$ cat src/rtl/acc_fde_pkg.sv
package acc_fde_pkg;

  localparam int OP_W = 4;

  typedef enum logic [OP_W-1:0] {
    OP_NOP  = 4'h0,
    OP_LOAD = 4'h1,
    OP_STORE= 4'h2,
    OP_ADD  = 4'h3,
    OP_SUB  = 4'h4,
    OP_AND  = 4'h5,
    OP_OR   = 4'h6,
    OP_XOR  = 4'h7,
    OP_NOT  = 4'h8,
    OP_SHL  = 4'h9,
    OP_SHR  = 4'hA,
    OP_LDI  = 4'hB,
    OP_JMP  = 4'hC,
    OP_JZ   = 4'hD,
    OP_RSV  = 4'hE,
    OP_HALT = 4'hF
  } opcode_e;

  typedef enum logic [2:0] {
    ST_FETCH_ADDR = 3'd0,
    ST_FETCH_MEM  = 3'd1,
    ST_FETCH_IR   = 3'd2,
    ST_DECODE     = 3'd3,
    ST_EXEC_ADDR  = 3'd4,
    ST_EXEC_MEM   = 3'd5,
    ST_EXEC_WB    = 3'd6,
    ST_HALTED     = 3'd7
  } seq_state_e;

  // register-transfer strobes from sequencer to datapath
  typedef struct packed {
    logic marFromPc;
    logic marFromOpnd;
    logic pcInc;
    logic pcLoad;
    logic mdrFromMem;
    logic mdrFromAcc;
    logic cirFromMdr;
    logic accWrite;
    logic aluSrcMem;
    logic memRd;
    logic memWr;
  } ctl_t;

endpackage

$ cat src/rtl/acc_fde_alu.sv
module acc_fde_alu
  import acc_fde_pkg::*;
#(
  parameter int DATA_W = 16
) (
  input  logic [OP_W-1:0]   op,
  input  logic [DATA_W-1:0] accIn,
  input  logic [DATA_W-1:0] bIn,
  output logic [DATA_W-1:0] result
);

  localparam int SHAMT_W = $clog2(DATA_W);

  logic [SHAMT_W-1:0] shamt;
  assign shamt = bIn[SHAMT_W-1:0];

  always_comb begin
    unique case (opcode_e'(op))
      OP_LOAD, OP_LDI: result = bIn;
      OP_ADD:          result = accIn + bIn;
      OP_SUB:          result = accIn - bIn;
      OP_AND:          result = accIn & bIn;
      OP_OR:           result = accIn | bIn;
      OP_XOR:          result = accIn ^ bIn;
      OP_NOT:          result = ~accIn;
      OP_SHL:          result = accIn << shamt;
      OP_SHR:          result = accIn >> shamt;
      default:         result = accIn;
    endcase
  end

endmodule

$ cat src/rtl/acc_fde_dpath.sv
module acc_fde_dpath
  import acc_fde_pkg::*;
#(
  parameter int DATA_W = 16
) (
  input  logic                     clk,
  input  logic                     rstN,
  input  ctl_t                     ctl,
  input  logic [DATA_W-1:0]        memRdata,
  output logic [DATA_W-OP_W-1:0]   memAddr,
  output logic [DATA_W-1:0]        memWdata,
  output logic [OP_W-1:0]          opcode,
  output logic                     zeroFlag,
  output logic [DATA_W-OP_W-1:0]   pcNow
);

  localparam int ADDR_W = DATA_W - OP_W;

  logic [ADDR_W-1:0] pc;
  logic [ADDR_W-1:0] mar;
  logic [DATA_W-1:0] mdr;
  logic [DATA_W-1:0] cir;
  logic [DATA_W-1:0] acc;
  logic              zero;

  logic [ADDR_W-1:0] operand;
  logic [DATA_W-1:0] aluB;
  logic [DATA_W-1:0] aluOut;

  assign operand = cir[ADDR_W-1:0];
  assign opcode  = cir[DATA_W-1 -: OP_W];
  assign aluB    = ctl.aluSrcMem ? memRdata : DATA_W'(operand);

  acc_fde_alu #(.DATA_W(DATA_W)) u_alu (
    .op    (opcode),
    .accIn (acc),
    .bIn   (aluB),
    .result(aluOut)
  );

  // program counter
  always_ff @(posedge clk) begin
    if (!rstN)            pc <= '0;
    else if (ctl.pcLoad)  pc <= operand;
    else if (ctl.pcInc)   pc <= pc + ADDR_W'(1);
  end

  // memory address register
  always_ff @(posedge clk) begin
    if (!rstN)                 mar <= '0;
    else if (ctl.marFromPc)    mar <= pc;
    else if (ctl.marFromOpnd)  mar <= operand;
  end

  // memory data register
  always_ff @(posedge clk) begin
    if (!rstN)                mdr <= '0;
    else if (ctl.mdrFromMem)  mdr <= memRdata;
    else if (ctl.mdrFromAcc)  mdr <= acc;
  end

  // current instruction register
  always_ff @(posedge clk) begin
    if (!rstN)                cir <= '0;
    else if (ctl.cirFromMdr)  cir <= mdr;
  end

  // accumulator and zero flag
  always_ff @(posedge clk) begin
    if (!rstN) begin
      acc  <= '0;
      zero <= 1'b0;
    end else if (ctl.accWrite) begin
      acc  <= aluOut;
      zero <= (aluOut == '0);
    end
  end

  assign memAddr  = mar;
  assign memWdata = mdr;
  assign zeroFlag = zero;
  assign pcNow    = pc;

endmodule

$ cat src/rtl/acc_fde_ctrl.sv
module acc_fde_ctrl
  import acc_fde_pkg::*;
(
  input  logic            clk,
  input  logic            rstN,
  input  logic [OP_W-1:0] opcode,
  input  logic            zeroFlag,
  output ctl_t            ctl,
  output seq_state_e      stateNow,
  output logic            halted
);

  seq_state_e state, stateNext;
  opcode_e    op;

  assign op = opcode_e'(opcode);

  always_ff @(posedge clk) begin
    if (!rstN) state <= ST_FETCH_ADDR;
    else       state <= stateNext;
  end

  always_comb begin
    ctl       = '0;
    stateNext = state;
    unique case (state)
      ST_FETCH_ADDR: begin
        ctl.marFromPc = 1'b1;
        stateNext     = ST_FETCH_MEM;
      end
      ST_FETCH_MEM: begin
        ctl.memRd = 1'b1;
        ctl.pcInc = 1'b1;
        stateNext = ST_FETCH_IR;
      end
      ST_FETCH_IR: begin
        ctl.mdrFromMem = 1'b1;
        stateNext      = ST_DECODE;
      end
      ST_DECODE: begin
        ctl.cirFromMdr = 1'b1;
        stateNext      = ST_EXEC_ADDR;
      end
      ST_EXEC_ADDR: begin
        stateNext = ST_FETCH_ADDR;
        unique case (op)
          OP_LOAD, OP_STORE, OP_ADD, OP_SUB, OP_AND, OP_OR, OP_XOR: begin
            ctl.marFromOpnd = 1'b1;
            stateNext       = ST_EXEC_MEM;
          end
          OP_NOT, OP_SHL, OP_SHR, OP_LDI: ctl.accWrite = 1'b1;
          OP_JMP:  ctl.pcLoad = 1'b1;
          OP_JZ:   ctl.pcLoad = zeroFlag;
          OP_HALT: stateNext  = ST_HALTED;
          default: ;
        endcase
      end
      ST_EXEC_MEM: begin
        stateNext = ST_EXEC_WB;
        if (op == OP_STORE) ctl.mdrFromAcc = 1'b1;
        else                ctl.memRd      = 1'b1;
      end
      ST_EXEC_WB: begin
        stateNext = ST_FETCH_ADDR;
        if (op == OP_STORE) begin
          ctl.memWr = 1'b1;
        end else begin
          ctl.mdrFromMem = 1'b1;
          ctl.accWrite   = 1'b1;
          ctl.aluSrcMem  = 1'b1;
        end
      end
      ST_HALTED: stateNext = ST_HALTED;
      default:   stateNext = ST_FETCH_ADDR;
    endcase
  end

  assign stateNow = state;
  assign halted   = (state == ST_HALTED);

endmodule

$ cat src/rtl/acc_fde_core.sv
module acc_fde_core
  import acc_fde_pkg::*;
#(
  parameter int DATA_W = 16,
  localparam int ADDR_W = DATA_W - OP_W
) (
  input  logic              clk,
  input  logic              rstN,
  output logic [ADDR_W-1:0] memAddr,
  output logic [DATA_W-1:0] memWdata,
  input  logic [DATA_W-1:0] memRdata,
  output logic              memRd,
  output logic              memWr,
  output logic              halted
);

  ctl_t              ctl;
  seq_state_e        seqState;
  logic [OP_W-1:0]   opcode;
  logic              zeroFlag;
  logic [ADDR_W-1:0] pcNow;

  acc_fde_ctrl u_ctrl (
    .clk     (clk),
    .rstN    (rstN),
    .opcode  (opcode),
    .zeroFlag(zeroFlag),
    .ctl     (ctl),
    .stateNow(seqState),
    .halted  (halted)
  );

  acc_fde_dpath #(.DATA_W(DATA_W)) u_dpath (
    .clk     (clk),
    .rstN    (rstN),
    .ctl     (ctl),
    .memRdata(memRdata),
    .memAddr (memAddr),
    .memWdata(memWdata),
    .opcode  (opcode),
    .zeroFlag(zeroFlag),
    .pcNow   (pcNow)
  );

  assign memRd = ctl.memRd;
  assign memWr = ctl.memWr;

endmodule

$ cat config.mk
export PLATFORM = sky130hd
export DESIGN_NAME = acc_fde_core
export DESIGN_NICKNAME = d
export VERILOG_FILES = /design/src/rtl/acc_fde_pkg.sv /design/src/rtl/acc_fde_alu.sv /design/src/rtl/acc_fde_dpath.sv /design/src/rtl/acc_fde_ctrl.sv /design/src/rtl/acc_fde_core.sv
export SDC_FILE = /design/constraint.sdc
export NUM_CORES = 1
export LEC_CHECK = 0
export ABC_AREA = 1
export BUFFER_PORTS_ARGS = -buffer_cell sky130_fd_sc_hd__buf_2
export CAP_MARGIN = 0
export CORE_MARGIN = 4
export CORE_UTILIZATION = 35
export DETAILED_ROUTE_END_ITERATION = 7
export GPL_ROUTABILITY_DRIVEN = 0
export SYNTH_ARGS = -nofsm -noshare
export SYNTH_HDL_FRONTEND = slang
export SYNTH_HIERARCHICAL = 1
export SYNTH_SLANG_ARGS = --single-unit
$ cat constraint.sdc
create_clock -name clk -period 4.6 [get_ports clk]
set_clock_uncertainty 0.05 [all_clocks]
set_input_delay 1.38 -clock clk [delete_from_list [all_inputs] [get_ports clk]]
set_output_delay 1.38 -clock clk [all_outputs]
set_load 0.05 [all_outputs]
After elaboration in Yosys (flattened, before gate mapping). Index checks and enable logic that the tools add are counted. Widths: inputs -> output; s select.

Add/subtract/negate cells: 3. Multiply operators: 0. Div/mod/pow operators: 0. Order comparisons: 0. Equal/unequal tests: 21. Shifts and indexed selects: 2. Mux-type cells: 27. Bitwise gates (word level): 4. Reductions and logical operators: 8.

Operator list (count): $pmux 16 s9 (1); $mux 12 (4); $mux 16 (3); $eq 4x4->1 const B (7); $pmux 3 s8 (1); $add 16x16->16 (1); $and 16x16->16 (1); $eq 4x3->1 const B (4); $logic_not 16->1 (1); $not 16->16 (1); $or 16x16->16 (1); $shl 16x4->16 (1); $shr 16x4->16 (1); $sub 16x16->16 (1); $xor 16x16->16 (1); $add 12x1->12 const B (1); $eq 3x3->1 const B (4); $mux 1 (12); $eq 4x2->1 const B (2); $pmux 1 s2 (4); $reduce_or 7->1 (1); $eq 3x2->1 const B (2); $pmux 3 s2 (1); $reduce_bool 2->1 (3); other kinds (6) (6).

Register bits: 76. Bits in latches: 0. RAM bits: 0. Bits in read-only memories: 0. Input bits: 18. Logic and storage cells: 72. Memories kept: 0.

Longest topological paths before layout.
Depth in word-level cells: 7. Gate-level depth with buffers: 37. Mapped depth without buffers: 33.

Cells and area by module. Netlist, hierarchy kept.

Modules (own cells, without submodules): acc_fde_alu (instances 1, cells each 760, area an instance 3886.2 um^2, sequential area each 0.0 um^2); acc_fde_dpath (instances 1, cells each 411, area an instance 3183.1 um^2, sequential area each 1461.4 um^2); acc_fde_ctrl (instances 1, cells each 54, area an instance 280.3 um^2, sequential area each 60.1 um^2).

Worst setup path before layout. Ideal clock, no wire load.

Kind: input to register. Start point: in memRdata[1]. End point: reg u_dpath.zero, in the netlist u_dpath/zeroFlag. Setup time: 72 ps. Data arrival time: 4537 ps. Slack: -59 ps. Stages on the path: 27. Cell sequence: nand2_1 o21ai_0 inv_1 buf_2 buf_2 ha_1 inv_1 nor3_1 nand2_1 nor2_1 nand3_1 nand2_1 o21ai_0 xor2_1 ha_1 nand2_1 inv_1 a21oi_1 nand2_1 a21oi_1 nand3_1 nand3_1 a21oi_1 or2_2 nor2_1 nand3_1 a21oi_1.

Cells in the longest elaborated chain, start to end: 4.

RTL lines: start, declared (line acc_fde_core.sv:11) `input logic [DATA_W-1:0] memRdata,`; $mux 16 * (line acc_fde_dpath.sv:32) `assign aluB = ctl.aluSrcMem ? memRdata : DATA_W'(operand);`; net u_dpath.aluB[1] (line acc_fde_dpath.sv:27) `logic [DATA_W-1:0] aluB;`; $sub 16x16->16, or another cell as far along (line acc_fde_alu.sv:21) `OP_SUB: result = accIn - bIn;`; $pmux 16 s9 * (line acc_fde_alu.sv:18) `unique case (opcode_e'(op))`; net u_dpath.aluOut[15] (line acc_fde_dpath.sv:28) `logic [DATA_W-1:0] aluOut;`; $logic_not 16->1 * (line acc_fde_dpath.sv:75) `zero <= (aluOut == '0);`; end signal, assigned (line acc_fde_dpath.sv:75); end, declared (line acc_fde_dpath.sv:24) `logic zero;`.

Mark *: on every way through the listed nets, which the timed path passes. The rest lies on a longest branch. A chain may end at the register's enable or synchronous reset.

Worst setup path in the final report.
Start point: in memRdata[0]. End point: reg u_dpath.zero, in the netlist u_dpath/zeroFlag.

The elaborated chain is that of the path after synthesis.

==> impl_results.md <==
* Status: finished clean
* Switch Pwr at 992 uW
* Fraction of layout cells with a size suffix above 1 at 0.135
* Fillers at 2295
* Clock network power share at 0.276
* Largest net degree at the start of global routing at 42
* Commonest non-fill, non-tap cells in the layout: nand2_1 (308), nor2_1 (145), nand3_1 (127)
* FF+latch count, synth at 76
* IO Count at 49
* Detailed-route wire length per cell at 16.9 um
* Final antenna-violating net count at 0
* Max Freq at 0.231 GHz
* Dpl cells at 1540
* Syn Inst Count at 1225
* TritonRoute pass-1 iters at 5
* Synth Cell Area at 7350 um2
* Die ar. at 23400 um2
* Hold Crit Start: u_dpath/cir[3]$_SDFFE_PN0P_
* Die Ht at 153 um
* Synth area leaders: dfxtp_1 (21%), nand2_1 (16%), nand3_1 (8.6%)
* Die X at 153 um
* Congestion Overflow GR at 0
* First-pass GRT wire length at 41300 um
* Vias in the first global route at 7646
* Switching share of power at 0.406
* Syn_nets at 1294
* Worst IR Drop VDD at 0.173 mV
* Reg-to-reg endpoint: u_dpath/zeroFlag$_SDFFE_PN0P_
* RSZ-0062 raised after global routing: no
* Req. time, crit path at 4.81 ns
* Tmin final at 4.33 ns
* Initial antenna violation count at 0
* Max H-tree Level at 3
* Antenna diode count at 0
* Bufs on Longest Clock Path at 2
* Distinct cells, synth at 47
* DRC Markers at 0
* Worst setup path end: u_dpath/zeroFlag$_SDFFE_PN0P_
* Synth warn at 6
* Final Hold Fails at 0
* Sequential-to-total area share from yosys stat at 0.207
* Fin cells at 1556
* Post-Synth XOR/XNOR Area at 0.0226
* Area Growth Syn to Fin at 14.0%
* Combinational Power Share at 0.423
* Post-synthesis compound-gate area fraction at 0.185
* Via/cell ratio at 5.46
* Power per standard cell area at 291 nW/um2
* Port Buffers at 48
* DR vias at 8491
* Final setup vio count at 0
* Leading cell type in the layout, fill and taps excluded: nand2_1
* Final Power at 2.44 mW
* Critical Path Start Type: primary input
* Post-Synth Simple-Gate Area at 0.385
* Initial Utilization at 0.360
* Wirelength, routed at 26200 um
* Seq pwr share at 0.300
* MaxCap Viol Count at 0
* Combinational family with the most area after synthesis: simple AND/OR/NAND/NOR gates
* Final WS setup at 0.266 ns
* Slew Viols, Final at 0
* Hold WC Path Type: reg -> reg
* Critical path class: in -> reg
* Clock-pin slew on the worst setup and hold paths at 0.06 ns
* Pre-CTS WS at -0.244 ns
* Reg2Reg Depth at 24
* DRT iter0 DRCs at 910
* Root Driver: clkbuf_16
* Slew margin rel. at 0.434
* Skew-Pair Late Insertion Delay at 0.34 ns
* Int Pwr at 1.45 mW
* Post-synthesis mux area share at 0
* Leak at 3.88 nW
* FF-to-FF Start: u_ctrl/stateNow[0]$_SDFF_PN0_
* Post-CTS Setup Inserts at 0
* Floorplan core area at 20400 um2
* Crit share post-route at 0.942
* Post-synth top area share at 0.207
* Adder-Cell Fraction of Synth Area at 0.0878
* CP arrival at 4.54 ns
* Cell taking the most area after synthesis: dfxtp_1
* DPL Wire Length at 19500 um
* Layout Nets at 1350
* Hold_ws at 0.447 ns
* Clk sinks at 76
* Synthesized area per cell at 6.00 um2
* GRT Total Usage at 0.216
* Row cnt at 52
* Crit end category: register
* Worst-path maximum fanout at 5
* Reg2reg setup slack at 0.39 ns
* Total CTS buffers at 9
* Worst Tran Pin Value at 0.845 ns
* Worst setup path startpoint: memRdata[0]
* TritonCTS clock tree: done
## through the flow
step	instance area [um2]	utilization	TNS [ns]
final	8380	0.410	0
after detailed placement	8050	0.394	-0.314
after global placement	8050	0.394	-0.190
after floorplan	7350	-	0
after CTS	8330	0.408	0
after global routing	8380	0.410	0
## per-layer routing
layer	share of wire	vias up	wire length, um	track usage
met5	0	-	0	0
met4	0.030	0	797	0.0641
met3	0.076	55	1990	0.0314
met2	0.44	319	11500	0.342
met1	0.46	3937	11900	0.305
li1	-	4180	-	-
## critical path: stages
cell and delay (ns):
buf_2 0.11, nand2_1 0.06, o21ai_2 0.09, buf_4 0.15, nor2_1 0.09, nand2_1 0.22
o31ai_1 0.37, xor2_1 0.17, inv_1 0.05, ha_1 0.33, nand2_1 0.10, inv_1 0.05
a21oi_1 0.13, nand2_1 0.15, or2_2 0.30, nand3_1 0.07, nand3_1 0.10, nand2_1 0.09
inv_1 0.04, inv_1 0.06, nand4_1 0.09, nor2_1 0.13, nand3_1 0.08, a21oi_1 0.12
## cells by family after synthesis
kind of cell,after synthesis
adder cells (fa/ha/maj),51
XOR/XNOR,19
AO/OA/AOI/OAI,226
AND/OR/NAND/NOR,659
flip-flops,76
buffers and inverters,194
## cell usage after synthesis (all sizes together)
cell type	count
clkinv	5
o221ai	29
a21o	1
a22oi	8
or2	9
nand4	12
o211a	1
fa	1
a211oi	1
o211ai	15
nor4	2
nand3b	3
nand3	129
buf	40
nor2	161
xor2	17
ha	50
o21bai	2
nor3	25
o31ai	2
and2	5
o22ai	1
nand2	312
o21a	3
inv	131
clkbuf	18
o21ai	86
nor3b	1
dfxtp	76
a31oi	13
xnor2	2
a21oi	64
## flip-flops by register name (all words and copies together), names as in the netlist
signal,flops
u_dpath/zeroFlag,1
u_dpath/memWdata,16
u_ctrl/stateNow,3
u_dpath/acc,16
u_dpath/memAddr,12
u_dpath/cir,16
u_dpath/pcNow,12
## how the worst min path moves through the flow
| stage | cells after the start | endpoint | slack, ns |
|---|---|---|---|
| finish | 2 | u_dpath/pcNow[3]$_SDFFE_PN0P_ | 0.45 |
| global placement | 2 | u_dpath/pcNow[3]$_SDFFE_PN0P_ | 0.43 |
| global route | 2 | u_dpath/pcNow[3]$_SDFFE_PN0P_ | 0.47 |
| floorplan | 2 | u_dpath/zeroFlag$_SDFFE_PN0P_ | 0.39 |
| CTS | 2 | u_dpath/pcNow[3]$_SDFFE_PN0P_ | 0.44 |
| detailed placement | 2 | u_dpath/pcNow[3]$_SDFFE_PN0P_ | 0.43 |
## cell type report
type                       instances  area [um2]  area share
multi-input combinational        955        5060       0.604
tap                              270         338      0.0403
sequential                        76        1520       0.182
inverter                         136         513      0.0612
clock buffer                      11         253      0.0302
timing repair buffer             103         661      0.0788
clock inverter                     5        33.8     0.00403
## timing repair
item                       in CTS  in global routing
gates resized for setup         0                 16
hold buffers                    0                  0
hold endpoints to repair        0                  0
setup endpoints to repair       0                  4
## power groups by stage
stage | clock [mW] | sequential (mW) | combinational [mW]
final | 0.675 | 0.734 | 1.03
after global routing | 0.721 | 0.738 | 1.15
after floorplan | 0 | 0.823 | 0.602
after detailed placement | 0 | 0.748 | 1.00
after CTS | 0.689 | 0.733 | 1.01
after global placement | 0 | 0.747 | 0.999
Note: power is estimated with default switching activity, not from simulation.
